[src/rtl/ssbus_slave.sv]
module ssbus_slave #(
  parameter int AW        = 9,
  parameter int DW        = 8,
  parameter int CTRL_ADR  = 272,
  parameter int PGM_ADR   = 288,
  parameter int MIR_ADR   = 304,
  parameter int FIFO_ADR  = 320,
  parameter int MCR_SLOT  = 4,
  parameter int MCR_BIT   = 5
) (
  input  logic           clk,
  input  logic           rst_n,
  input  logic           mode_sep,
  input  logic           zbus_sel,
  input  logic           as_pin,
  input  logic           rd_ds_n,
  input  logic           wr_rw,
  input  logic           a8,
  input  logic [7:0]     a_lo,
  input  logic [7:0]     ad_in,
  output logic [7:0]     ad_out,
  output logic           ad_oe,
  input  logic [63:0]    uart_mirror,
  input  logic [7:0]     tx_data,
  output logic           tx_pop,
  output logic [7:0]     rx_data,
  output logic           rx_push,
  output logic [7:0]     ctrl_q,
  output logic [7:0]     pgm_q,
  output logic           mcr5_q
);
  localparam int SLOTS = 8;
  localparam int SW    = $clog2(SLOTS);

  logic [AW-1:0] lat, addr;
  logic          as_q, rd_q, wr_q, pop_arm;
  logic          rd_act, wr_act, lat_edge, bypass;
  logic [DW-1:0] rd_data, mir_byte;
  logic [SW-1:0] slot;

  assign rd_act   = !rd_ds_n && wr_rw;
  assign wr_act   = zbus_sel ? (!rd_ds_n && !wr_rw) : (rd_ds_n && !wr_rw);
  assign lat_edge = zbus_sel ? (!as_q && as_pin) : (as_q && !as_pin);
  assign addr     = mode_sep ? {a8, a_lo} : lat;
  assign bypass   = ctrl_q[0];
  assign slot     = addr[SW-1:0];
  assign mir_byte = uart_mirror[slot*DW +: DW];

  wire hit_ctrl = addr == AW'(CTRL_ADR);
  wire hit_pgm  = addr == AW'(PGM_ADR);
  wire hit_mir  = addr[AW-1:SW] == AW'(MIR_ADR) >> SW;
  wire hit_fifo = (addr == AW'(FIFO_ADR)) && bypass;
  wire rd_start = rd_act && !rd_q;
  wire wr_start = wr_act && !wr_q;

  always_comb begin
    rd_data = '0;
    if (hit_ctrl) rd_data = ctrl_q;
    else if (hit_mir) begin
      rd_data = mir_byte;
      if (slot == SW'(MCR_SLOT)) rd_data[MCR_BIT] = mcr5_q;
    end
    else if (hit_fifo) rd_data = tx_data;
  end

  assign ad_oe  = rd_act;
  assign ad_out = rd_act ? rd_data : '0;

  always_ff @(posedge clk or negedge rst_n) begin
    if (!rst_n) begin
      lat  <= '0;
      as_q <= 1'b0;
      rd_q <= 1'b0;
      wr_q <= 1'b0;
    end else begin
      as_q <= as_pin;
      rd_q <= rd_act;
      wr_q <= wr_act;
      if (!mode_sep && lat_edge) lat <= {a8, ad_in};
    end
  end

  always_ff @(posedge clk or negedge rst_n) begin
    if (!rst_n) begin
      ctrl_q  <= '0;
      pgm_q   <= '0;
      mcr5_q  <= 1'b0;
      rx_push <= 1'b0;
      rx_data <= '0;
    end else begin
      rx_push <= 1'b0;
      if (wr_start) begin
        if (hit_ctrl) ctrl_q <= ad_in;
        if (hit_pgm)  pgm_q  <= ad_in;
        if (addr == AW'(MIR_ADR)) mcr5_q <= ad_in[MCR_BIT];
        if (hit_fifo) begin
          rx_push <= 1'b1;
          rx_data <= ad_in;
        end
      end
    end
  end

  always_ff @(posedge clk or negedge rst_n) begin
    if (!rst_n) begin
      pop_arm <= 1'b0;
      tx_pop  <= 1'b0;
    end else begin
      tx_pop <= 1'b0;
      if (rd_start) pop_arm <= hit_fifo;
      else if (rd_q && !rd_act) begin
        tx_pop  <= pop_arm;
        pop_arm <= 1'b0;
      end
    end
  end

  AST_POP_AFTER_READ: assert property (@(posedge clk) disable iff (!rst_n)
    tx_pop |-> ($past(rd_q) && !$past(rd_act)));
  AST_PUSH_NEEDS_BYPASS: assert property (@(posedge clk) disable iff (!rst_n)
    rx_push |-> $past(ctrl_q[0]));
  AST_PGM_ON_WRITE: assert property (@(posedge clk) disable iff (!rst_n)
    !$stable(pgm_q) |-> $past(wr_act));
  AST_MCR5_ON_WRITE: assert property (@(posedge clk) disable iff (!rst_n)
    !$stable(mcr5_q) |-> $past(wr_act));
  AST_LATCH_MUX_ONLY: assert property (@(posedge clk) disable iff (!rst_n)
    !$stable(lat) |-> !$past(mode_sep));
  AST_OE_IDLE: assert property (@(posedge clk) disable iff (!rst_n)
    rd_ds_n |-> (!ad_oe && ad_out == '0));
endmodule

[config.mk]
export PLATFORM = sky130hd
export DESIGN_NAME = ssbus_slave
export DESIGN_NICKNAME = d
export VERILOG_FILES = /design/src/rtl/ssbus_slave.sv
export SDC_FILE = /design/constraint.sdc
export NUM_CORES = 1
export LEC_CHECK = 0
export ABC_CLOCK_PERIOD_IN_PS = 1800
export BUFFER_PORTS_ARGS = -buffer_cell sky130_fd_sc_hd__buf_2
export CAP_MARGIN = 20
export CELL_PAD_IN_SITES_DETAIL_PLACEMENT = 1
export CELL_PAD_IN_SITES_GLOBAL_PLACEMENT = 2
export CORE_MARGIN = 1
export CORE_UTILIZATION = 23
export CTS_CLUSTER_DIAMETER = 150
export DETAILED_ROUTE_END_ITERATION = 7
export PLACE_DENSITY = 0.76
export SETUP_SLACK_MARGIN = 0.15
export SYNTH_ARGS = -nofsm -noshare
export SYNTH_HDL_FRONTEND = slang
export SYNTH_SLANG_ARGS = --single-unit
[constraint.sdc]
create_clock -name clk -period 1.8 [get_ports clk]
set_input_delay 0 -clock clk [delete_from_list [all_inputs] [get_ports clk]]
set_output_delay 0 -clock clk [all_outputs]
set_load 0.005 [all_outputs]
# After elaboration in Yosys (flattened, before gate mapping)
# Cells that the tools add are included.
totals:
  reg_bits: 40
  out_inout_bits: 36
  elab_cells: 55
op_classes:
  n_eq_ne: 6
  n_shift: 1
  n_mux: 14
  n_reduce_logical: 23
op_table:
  columns: ["cell", "count"]
  rows:
  - ["indexed part select 64 x 7 -> 8 bit", 1]
  - ["== test 9 bit, second input constant", 4]
  - ["2-to-1 mux 8 bit", 4]
  - ["logical AND 1 bit", 10]
  - ["2-to-1 mux 1 bit", 9]
  - ["2-to-1 mux 9 bit", 1]
  - ["logical NOT 1 bit", 8]
  - ["AND reduction 2 bit", 4]
  - ["== test 6 bit, second input constant", 1]
  - ["== test 3 bit, second input constant", 1]
  - ["nonzero test 2 bit", 1]

# Depth between registers and ports, before layout
# Gate-level depths: netlist of the first run.
depth:
  depth_word: 7
  ltp_mapped: 8
  mapped_depth_nobuf: 5

# Worst setup path before layout of the first run
# Ideal clock, no wire load.
synth_path:
  path_kind: "flip-flop to flip-flop"
  start: "register lat[7]"
  end: "register rx_data[0]"
  setup_time_ps: 125
  arrival_time_ps: 1864
  t_required_ps: 1675
  path_slack_ps: -189
  path_stages_with_launch: 6
  period_less_slack_ps: 1989
  path_cell_list: "dfrtp_1 -> or3b_1 -> or4_4 -> a22oi_4 -> nand2_4 -> mux2_2"
synth_between:
  elab_chain_cells: 4
synth_lines:
  columns: ["element", "line", "text"]
  rows:
  - ["start: declaration", "35", "logic [AW-1:0] lat, addr;"]
  - ["start signal: assignment", "79", "if (!mode_sep && lat_edge) lat <= {a8, ad_in};"]
  - ["2-to-1 mux 9 bit", "44", "assign addr = mode_sep ? {a8, a_lo} : lat;"]
  - ["== test 9 bit", "52", "wire hit_fifo = (addr == AW'(FIFO_ADR)) && bypass;"]
  - ["logical AND 1 bit", "52", null]
  - ["AND reduction 2 bit (no line)", null, null]
  - ["end signal: assignment", "98", "rx_data <= ad_in;"]
  - ["end: declaration", "26", "output logic [7:0] rx_data,"]
# No other way between the ends.
# A chain may end at the register's enable or synchronous reset.

# Worst setup path in the final report of the first run
layout_path:
  start: "register lat[7]"
  end: "output port ad_out[1]"
layout_between:
  elab_chain_cells: 7
  elab_cells_between_ends: 9
layout_lines:
  columns: ["element", "line", "text"]
  rows:
  - ["2-to-1 mux 9 bit (*)", "44", null]
  - ["== test 9 bit", "52", null]
  - ["logical AND 1 bit", "52", null]
  - ["2-to-1 mux 8 bit", "63", "else if (hit_fifo) rd_data = tx_data;"]
  - ["2-to-1 mux 8 bit", "59", "else if (hit_mir) begin"]
  - ["2-to-1 mux 8 bit (*)", "58", "if (hit_ctrl) rd_data = ctrl_q;"]
  - ["2-to-1 mux 8 bit (*)", "67", "assign ad_out = rd_act ? rd_data : '0;"]
  - ["end: declaration", "21", "output logic [7:0] ad_out,"]
# Mark *: on every way between the ends. The rest lies on a longest branch, timed or not.

==> run_results.csv, run 1 <==
group,metric,value,unit
power,clkPwrFrac,0.331,
setup_path,end_kind,"output port",
timing,slew_violations,0,
timing,fin_worst_skew,0.00419,ns
setup_path,crit_path_max_fanout,4,
final_layout,areaGrowthSynthToFinish,51.7,%
timing,setup_viol,35,
die,num_rows,40,
yosys,synth.distinct_cells,40,
drt,dr.pass1.iters,4,
setup_path,r2r_slack,-0.37,ns
yosys,synth_top_area_cell,"dfrtp_1",
die,die_h,113,um
die,start_util,0.236,
clock_network,cts_tree,"yes",
yosys,synth_area_per_cell,8.63,sq um
yosys,async_reset_ff_frac,1.00,
clock_network,clockBufferDepth,2,
global_routing,grt_pass1_vias,3401,
global_routing,grtUsageMet1,0.212,
global_routing,grt_util_all_layers,0.181,
placement,port-buffer-count,130,
die,die_area,0.0128,sq mm
yosys,yosys-top-cells-area,"dfrtp_1 35%, mux2_2 15%, nand2_1 6.3%, o21ai_0 5.5%, nor2b_1 4.2%",
power,p_sw_frac,0.316,
power,power.switching,968,uW
final_layout,fillers,1446,
setup_path,critPathKind,"flip-flop to output port",
global_routing,met2_usage,0.336,
timing,rsz0062_at_grt,"yes",
timing,fin_crit,2.21,ns
drt,vias_per_cell,4.92,
yosys,synth_common_cells,"48 x nand2_1, 40 x dfrtp_1, 37 x mux2_2",
global_routing,grtUsageMet3,0.0375,
worst_hold_path,holdPathStages,2,
yosys,synth_edf_count,0,
final_layout,drive_above_1_share,0.485,
worst_hold_path,worstHoldEndpoint,"pgm_q[6]",
setup_path,worstPathRequired,1.80,ns
yosys,synth_area,0.00285,sq mm
power,power_frac_seq,0.337,
global_routing,grt_busiest_layer,"met2",
die,die_w,113,um
yosys,yosys_warnings,0,
power,power_density,709,mW/mm^2
timing,hold_viol_final,0,
global_routing,grt_overflow_total,0,
timing,maxSlewHeadroom,0.665,
worst_hold_path,hold_class,"primary input to flip-flop",
die,io_pins,132,
final_layout,fin_nets,590,
drt,vias,3258,
placement,dpl.hpwl,9160,um
setup_path,cp_data_arrival_time,2.21,ns
drt,wl_per_cell,18.1,um
setup_path,reg2reg_from,"lat[7]",
yosys,synth_ff_type,"dfrtp_1",
clock_network,cts-root-buf,"clkbuf_16",
setup_path,worstReg2RegEnd,"rx_data[0]",
timing,worstMarginPinSlew,0.503,ns
outcome,violations,"setup timing",
yosys,synth_nets,428,
timing,totalNegativeSetupSlack,-9.45,ns
worst_hold_path,min_from,"ad_in[6]",
global_routing,grt_start_max_net_pins,41,
drt,drt_iter0_markers,64,
global_routing,grt_pass1_wl,18100,um
power,cellInternalPower,2.09,mW
global_routing,antenna_found_initial,1,
drt,drc,0,
setup_path,rr_worst_depth,7,
drt,routed_wl,12000,um
power,ir_worst_vdd,0.649,mV
clock_network,path_clk_slew,0.06,ns
yosys,synth_top_area_share,0.352,
placement,gp_congestion,0.824,
drt,antenna_left,0,
timing,layout_setup_ws,-0.413,ns
power,comb_power_share,0.331,
clock_network,cts_sinks,40,
clock_network,cts_buffers,5,
clock_network,clk_latency,0.28,ns
yosys,ys_seq_area_frac,0.352,
final_layout,final_util,0.358,
yosys,syn-instance-count,330,
yosys,post-synth-top-count-cell,"nand2_1",
timing,fin_crit_sh,1.23,
yosys,synth_seq_cells,40,
setup_path,startpoint_type,"flip-flop",
power,p_leak,2.09,nW
clock_network,htreeDepth,2,
outcome,status,"complete, but fails checks",
timing,clock.fmax,0.452,GHz
job,maxCapViolations,0,
die,core_area,0.0121,sq mm
worst max-delay path: stages (launching register included):
cell and delay, ns:
dfrtp_1 0.37, or3b_4 0.38, or4_4 0.44, a22oi_4 0.20, buf_4 0.19, a32oi_1 0.13
o21ai_1 0.10, buf_2 0.12
layout make-up:
class	instances	area, sq um	area share
Clock inverter	3	46.3	0.0107
Multi-Input combinational cell	258	1840	0.425
Clock buffer	5	125	0.0290
Tap cell	168	210	0.0487
Timing Repair Buffer	175	1050	0.243
Antenna cell	1	2.50	0.000580
Sequential cell	40	1000	0.232
Inverter	12	45.0	0.0104
metrics by stage:
| stage | hold slack [ns] | total power [mW] | cells | instance area (sq um) | worst slack [ns] |
|---|---|---|---|---|---|
| 2_1_floorplan | -0.296 | 1.54 | 330 | 2880 | -0.176 |
| 3_3_place_gp | 0.0795 | 1.97 | 643 | 3940 | -0.108 |
| 3_5_place_dp | 0.0899 | 2.00 | 643 | 3940 | -0.149 |
| 4_1_cts | 0.0101 | 3.06 | 659 | 4240 | -0.381 |
| 5_1_grt | 0.0169 | 3.22 | 661 | 4320 | -0.475 |
| 6_report | 0.00893 | 3.06 | 662 | 4320 | -0.413 |
state kept, by name, summed over array words and instances, names as in the netlist:
register and count:
as_q 1, pgm_q 8, pop_arm 1, rx_data 8
rd_q 1, mcr5_q 1, wr_q 1, tx_pop 1
rx_push 1, ctrl_q 8, lat 9
cells in the final DEF (no fill, tap or decap), types with 3 or more instances in the layout:
cell,Yosys,final
buf_2,1,130
nand2_1,48,47
dfrtp_1,40,39
mux2_2,37,35
buf_4,0,32
o21ai_0,31,26
nor2b_1,19,19
a21oi_1,20,19
inv_1,11,11
nor2_1,11,10
o21a_1,10,10
a31oi_1,9,9
o22ai_1,9,9
o211ai_1,7,7
buf_6,1,7
a221oi_1,8,6
nand3_1,8,6
a22oi_1,7,5
o21ai_1,0,5
clkbuf_16,0,5
dlygate4sd3_1,0,4
nand2b_1,3,3
nor3_1,4,3
a32oi_1,4,3
how the worst max path moves through the flow:
stage	from	endpoint	slack (ns)	depth (start not counted)
after CTS	lat[7]	ad_out[4]	-0.38	7
after global routing	lat[7]	ad_out[1]	-0.47	7
after floorplan	lat[7]	rx_data[0]	-0.18	5
after global placement	lat[7]	ad_out[2]	-0.11	8
after detailed placement	lat[7]	ad_out[2]	-0.15	8
final	lat[7]	ad_out[1]	-0.41	7
repair_timing:
action,4_1_cts,5_1_grt
resized for setup,15,10
setup endpoints to repair,35,35
hold endpoints to repair,43,0
setup buffers,3,2
hold buffers,4,0
pin swaps,6,3
cloned,1,0
power groups by stage:
stage / sequential, mW / clock (mW) / combinational [mW]
after floorplan: 1.01 / 0 / 0.522
after global placement: 1.04 / 0 / 0.930
after detailed placement: 1.04 / 0 / 0.955
after CTS: 1.03 / 1.04 / 0.998
after global routing: 1.04 / 1.08 / 1.10
final: 1.03 / 1.01 / 1.01
routing by layer:
| metal | vias to the layer above | part of all wire | wire (um) |
|---|---|---|---|
| met2 | 93 | 0.51 | 6170 |
| met5 | - | 0 | 0 |
| li1 | 1544 | - | - |
| met3 | 14 | 0.053 | 633 |
| met1 | 1607 | 0.42 | 5010 |
| met4 | 0 | 0.014 | 172 |
logic make-up (layout without fill, tap and decap cells):
kind of cell,count (synthesis),count (layout),share of synthesized area
compound gates,115,115,0.266
simple gates,102,102,0.175
flops,40,40,0.352
mux,38,38,0.150
buf+inv,32,195,0.0453
fa+ha+maj,2,2,0.00879
xor+xnor,1,1,0.00308
other cells,0,1,0
No activity file was read; power rests on OpenSTA's default activity.
==> run 2, diff against run 1 <==
CORE_UTILIZATION = 24   (was 23)
CTS_BUF_LIST = sky130_fd_sc_hd__clkbuf_8   (was unset)
GPL_ROUTABILITY_DRIVEN = 1   (was unset)
PLACE_DENSITY = 0.79   (was 0.76)
==> run 2 against run 1 <==
The flow still finishes with violations (setup timing). Clock power down 25%. Sequential share of layout area grew 0.95 points. Total power shrank 10%. Final area is 3.9% lower. Critical path depth unchanged. Register-to-register slack improved by 0.08 ns. Fmax down 1.3%. Utilization is 0.37 points higher. Global-route usage increased by 1.4 points. Combinational power down 5%. First-iteration DRC count is 53% higher. Critical path type unchanged.
==> run_results.csv, run 2 (same netlist as run 1, synthesis figures left out) <==
group,metric,value,unit
timing,maxSlewHeadroom,0.719,
die,num_rows,39,
final_layout,areaGrowthSynthToFinish,45.7,%
worst_hold_path,holdPathStages,2,
clock_network,cts-root-buf,"clkbuf_8",
clock_network,cts_buffers,5,
clock_network,cts_sinks,40,
drt,wl_per_cell,18.8,um
setup_path,end_kind,"output port",
die,io_pins,132,
timing,slew_violations,0,
die,die_w,111,um
placement,gp_congestion,0.792,
final_layout,largest_reg_flops,9,
global_routing,grt_start_max_net_pins,34,
die,start_util,0.248,
placement,dpl.hpwl,9210,um
power,power_density,662,mW/mm^2
clock_network,cts_tree,"yes",
final_layout,antenna_cells,0,
global_routing,grt_pass1_wl,18900,um
drt,vias_per_cell,5.13,
final_layout,mostFrequentLayoutCell,"buf_2",
worst_hold_path,hold_class,"primary input to flip-flop",
placement,dp_slack,-0.130,ns
die,die_area,0.0123,sq mm
timing,fin_crit_sh,1.25,
timing,hold_viol_final,0,
drt,routed_wl,11900,um
die,die_h,111,um
global_routing,grt_util_all_layers,0.195,
clock_network,path_clk_slew,0.08,ns
drt,antenna_left,0,
setup_path,startpoint_type,"flip-flop",
placement,dpl.cell_count,611,
die,core_area,0.0115,sq mm
final_layout,design_area,0.00415,sq mm
drt,drc,0,
final_layout,layout.cells.non_filler,635,
drt,vias,3259,
placement,placed_cell_area,0.00385,sq mm
job,maxCapViolations,0,
timing,layout_setup_ws,-0.443,ns
final_layout,fillers,1374,
outcome,status,"complete, but fails checks",
power,p_leak,2.05,nW
final_layout,largest_register,"lat",
timing,rsz0062_at_grt,"yes",
global_routing,grt_overflow_total,0,
setup_path,rr_worst_depth,6,
timing,setup_viol,35,
outcome,violations,"setup timing",
clock_network,htreeDepth,2,
placement,port-buffer-count,130,
setup_path,critPathKind,"flip-flop to output port",
final_layout,final_util,0.362,
global_routing,antenna_found_initial,1,
global_routing,grt_pass1_vias,3602,
drt,drt_iter0_markers,98,
timing,clock.fmax,0.446,GHz
final_layout,drive_above_1_share,0.447,
clock_network,clk_latency,0.30,ns
final_layout,fin_nets,589,
setup_path,crit_path_max_fanout,5,
timing,fin_worst_skew,0.00943,ns
setup_path,cp_data_arrival_time,2.24,ns
power,ir_worst_vdd,0.492,mV
final_layout,final_cell_mix,"130 x buf_2, 48 x nand2_1, 39 x dfrtp_1",
clock_network,clockBufferDepth,2,
timing,worstMarginPinSlew,0.422,ns
timing,fin_crit,2.24,ns
drt,dr.pass1.iters,4,
setup_path,worstPathRequired,1.80,ns
## run 2: routing by layer
metal | track usage | vias to the layer above | part of all wire
met5 | 0 | - | 0.00092
met4 | 0.0471 | 2 | 0.018
met3 | 0.0377 | 19 | 0.054
met2 | 0.355 | 94 | 0.51
met1 | 0.233 | 1601 | 0.42
li1 | - | 1543 | -
## run 2: worst paths after layout
path	end	slack, ns	from
worst min register to register	rx_data[6]	0.51	rx_data[6]
worst min-delay path	ctrl_q[4]	0.009	ad_in[4]
worst max-delay path	ad_out[1]	-0.44	lat[7]
max in group asynchronous	lat[0]	1.26	rst_n
min in group asynchronous	pgm_q[2]	0.06	rst_n
worst max register to register	rx_data[0]	-0.29	lat[7]
## run 2: report_power, final
group          internal, mW  total, mW  switching [mW]
combinational         0.431      0.961           0.530
clock                 0.418      0.759           0.341
sequential            0.963       1.03          0.0642
total                  1.81       2.75           0.936
## run 2: worst max-delay path: stages, from the launching register on
cell	delay [ns]
dfrtp_1	0.39
or3b_1	0.38
or4_4	0.44
a22oi_4	0.21
buf_6	0.16
a32oi_1	0.13
o21ai_1	0.11
buf_2	0.12
## run 2: through the flow
step / setup TNS, ns / hold WS (ns) / power [mW]
2_1_floorplan: -2.36 / -0.296 / 1.54
3_3_place_gp: -1.78 / -0.189 / 1.93
3_5_place_dp: -2.69 / -0.185 / 1.96
4_1_cts: -6.14 / 0.00236 / 2.77
5_1_grt: -10.74 / 0.0190 / 2.93
6_report: -7.53 / 0.00874 / 2.75
## run 2: repair_timing
item,CTS,global route
resized for setup,4,3
setup endpoints to repair,35,35
setup buffers,2,1
hold buffers,12,0
pin swaps,2,1
hold endpoints to repair,60,0
gates cloned,1,0
## run 2: layout make-up
type,count,area (sq um),share of cell area
multi-input cells,258,1760,0.425
clock buffers,5,68.8,0.0166
repair buffers,174,1040,0.252
clock inverters,3,46.3,0.0112
well taps,143,179,0.0431
inverters,12,45.0,0.0109
flip-flops and latches,40,1000,0.242
==> run 3, diff against run 2 <==
BUFFER_PORTS_ARGS = unset   (was -buffer_cell sky130_fd_sc_hd__buf_2)
CORE_UTILIZATION = 33   (was 24)
DONT_BUFFER_PORTS = 1   (was unset)
SKIP_CTS_REPAIR_TIMING = 1   (was unset)
==> run 3 against run 2 <==
The run still ends with setup timing left. Sequential share of layout area is 4.6 points higher. Wire length is 16% lower. Global-route usage grew 1.7 points. Largest cell class unchanged.
==> run_results.csv, run 3 (same netlist as run 1, synthesis figures left out) <==
group,metric,value,unit
setup_path,reg2reg_from,"lat[7]",
setup_path,crit_path_max_fanout,4,
placement,gp_congestion,0.783,
timing,clock.fmax,0.460,GHz
clock_network,cts_sinks,40,
setup_path,rr_worst_depth,5,
clock_network,clockBufferDepth,2,
global_routing,grt_start_max_net_pins,41,
global_routing,grt_pass1_vias,2777,
final_layout,areaGrowthSynthToFinish,22.3,%
die,io_pins,132,
outcome,status,"complete, but fails checks",
setup_path,startpoint_type,"flip-flop",
setup_path,worstReg2RegEnd,"rx_data[0]",
timing,fin_crit,2.18,ns
job,maxCapViolations,0,
timing,rsz0062_at_grt,"yes",
worst_hold_path,hold_class,"primary input to flip-flop",
timing,slew_violations,0,
final_layout,mostFrequentLayoutCell,"nand2_1",
final_layout,multi_input_comb_area,0.00181,sq mm
drt,vias_per_cell,5.88,
clock_network,htreeDepth,2,
final_layout,regArea,0.00100,sq mm
final_layout,drive_above_1_share,0.253,
die,num_rows,33,
drt,dr.pass1.iters,4,
final_layout,fin_nets,457,
final_layout,largest_register,"lat",
setup_path,r2r_slack,-0.15,ns
power,ir_worst_vdd,0.676,mV
setup_path,worstSetupEndpoint,"ad_out[5]",
placement,dpl.hpwl,7490,um
clock_network,path_clk_slew,0.07,ns
timing,worstMarginPinSlew,0.464,ns
drt,drt_iter0_markers,82,
power,total_power,2.41,mW
final_layout,final_cell_mix,"47 x nand2_1, 40 x dfrtp_1, 35 x mux2_2",
drt,routed_wl,10100,um
power,p_leak,1.50,nW
final_layout,antenna_cells,0,
timing,totalNegativeSetupSlack,-4.97,ns
timing,maxSlewHeadroom,0.690,
drt,wl_per_cell,21.6,um
timing,fin_crit_sh,1.21,
drt,vias,2733,
setup_path,cp_data_arrival_time,2.18,ns
drt,antenna_left,0,
outcome,violations,"setup timing",
setup_path,end_kind,"output port",
clock_network,cts_buffers,5,
clock_network,cts_tree,"yes",
timing,fin_worst_skew,0.00903,ns
die,start_util,0.343,
global_routing,grt_pass1_wl,14400,um
die,die_h,94.9,um
setup_path,worstPathRequired,1.80,ns
die,core_area,0.00830,sq mm
final_layout,fillers,952,
global_routing,grt_util_all_layers,0.211,
die,die_area,0.00900,sq mm
timing,layout_setup_ws,-0.375,ns
setup_path,critPathKind,"flip-flop to output port",
timing,hold_viol_final,0,
placement,dp_slack,-0.130,ns
placement,port-buffer-count,0,
clock_network,cts-root-buf,"clkbuf_8",
drt,drc,0,
die,die_w,94.9,um
global_routing,antenna_found_initial,0,
power,power_density,691,mW/mm^2
final_layout,largest_reg_flops,9,
setup_path,crit_start,"lat[7]",
global_routing,grt_overflow_total,0,
timing,setup_viol,26,
clock_network,clk_latency,0.29,ns
run 3: cell types whose count changed in the layout (fill, tap and decap cells not counted), sizes merged:
| cell | delta |
|---|---|
| inv | +1 |
| buf | -133 |
| dlygate4sd3 | +1 |
| clkbuf | +1 |
| clkinvlp | -1 |
| bufinv | -1 |
run 3: layout make-up:
type | instances | share of cell area
clock buffers | 6 | 0.0237
clock inverters | 2 | 0.00216
inverters | 12 | 0.0129
multi-input cells | 258 | 0.520
flip-flops and latches | 40 | 0.287
well taps | 105 | 0.0377
repair buffers | 42 | 0.116
run 3: through the flow:
stage	instances	utilization	area (sq um)	hold WS [ns]
after floorplan	330	-	2880	-0.296
final	465	0.420	3480	0.130
after global placement	438	0.374	3110	-0.294
after CTS	446	0.385	3200	-0.615
after detailed placement	438	0.374	3110	-0.295
after global routing	465	0.420	3480	0.140
run 3: critical path: stages, from the launching register on:
cell,delay (ns)
dfrtp_1,0.38
or3b_4,0.38
or4_4,0.43
a22oi_4,0.19
buf_4,0.15
buf_6,0.10
a32oi_1,0.10
o21ai_1,0.15
run 3: where the power goes:
group          switching [mW]  total (mW)  internal (mW)
Clock                   0.291       0.592          0.301
Sequential             0.0667        1.03          0.963
Combinational           0.433       0.784          0.351
run 3: worst min-delay path by stage:
stage	cells past startpoint	end	startpoint
after floorplan	0	as_q	rst_n
after global placement	0	rx_push	rst_n
after detailed placement	0	pgm_q[7]	rst_n
after CTS	0	wr_q	rst_n
after global routing	4	rx_push	wr_rw
final	4	rx_push	wr_rw
run 3: metal layers:
metal  vias up  global-route usage  wire length (um)
li1       1277                   -                 -
met1      1358               0.251              3990
met2        92               0.375              5100
met3         6              0.0644               886
met4         0              0.0429                80
met5         -                   0                 0
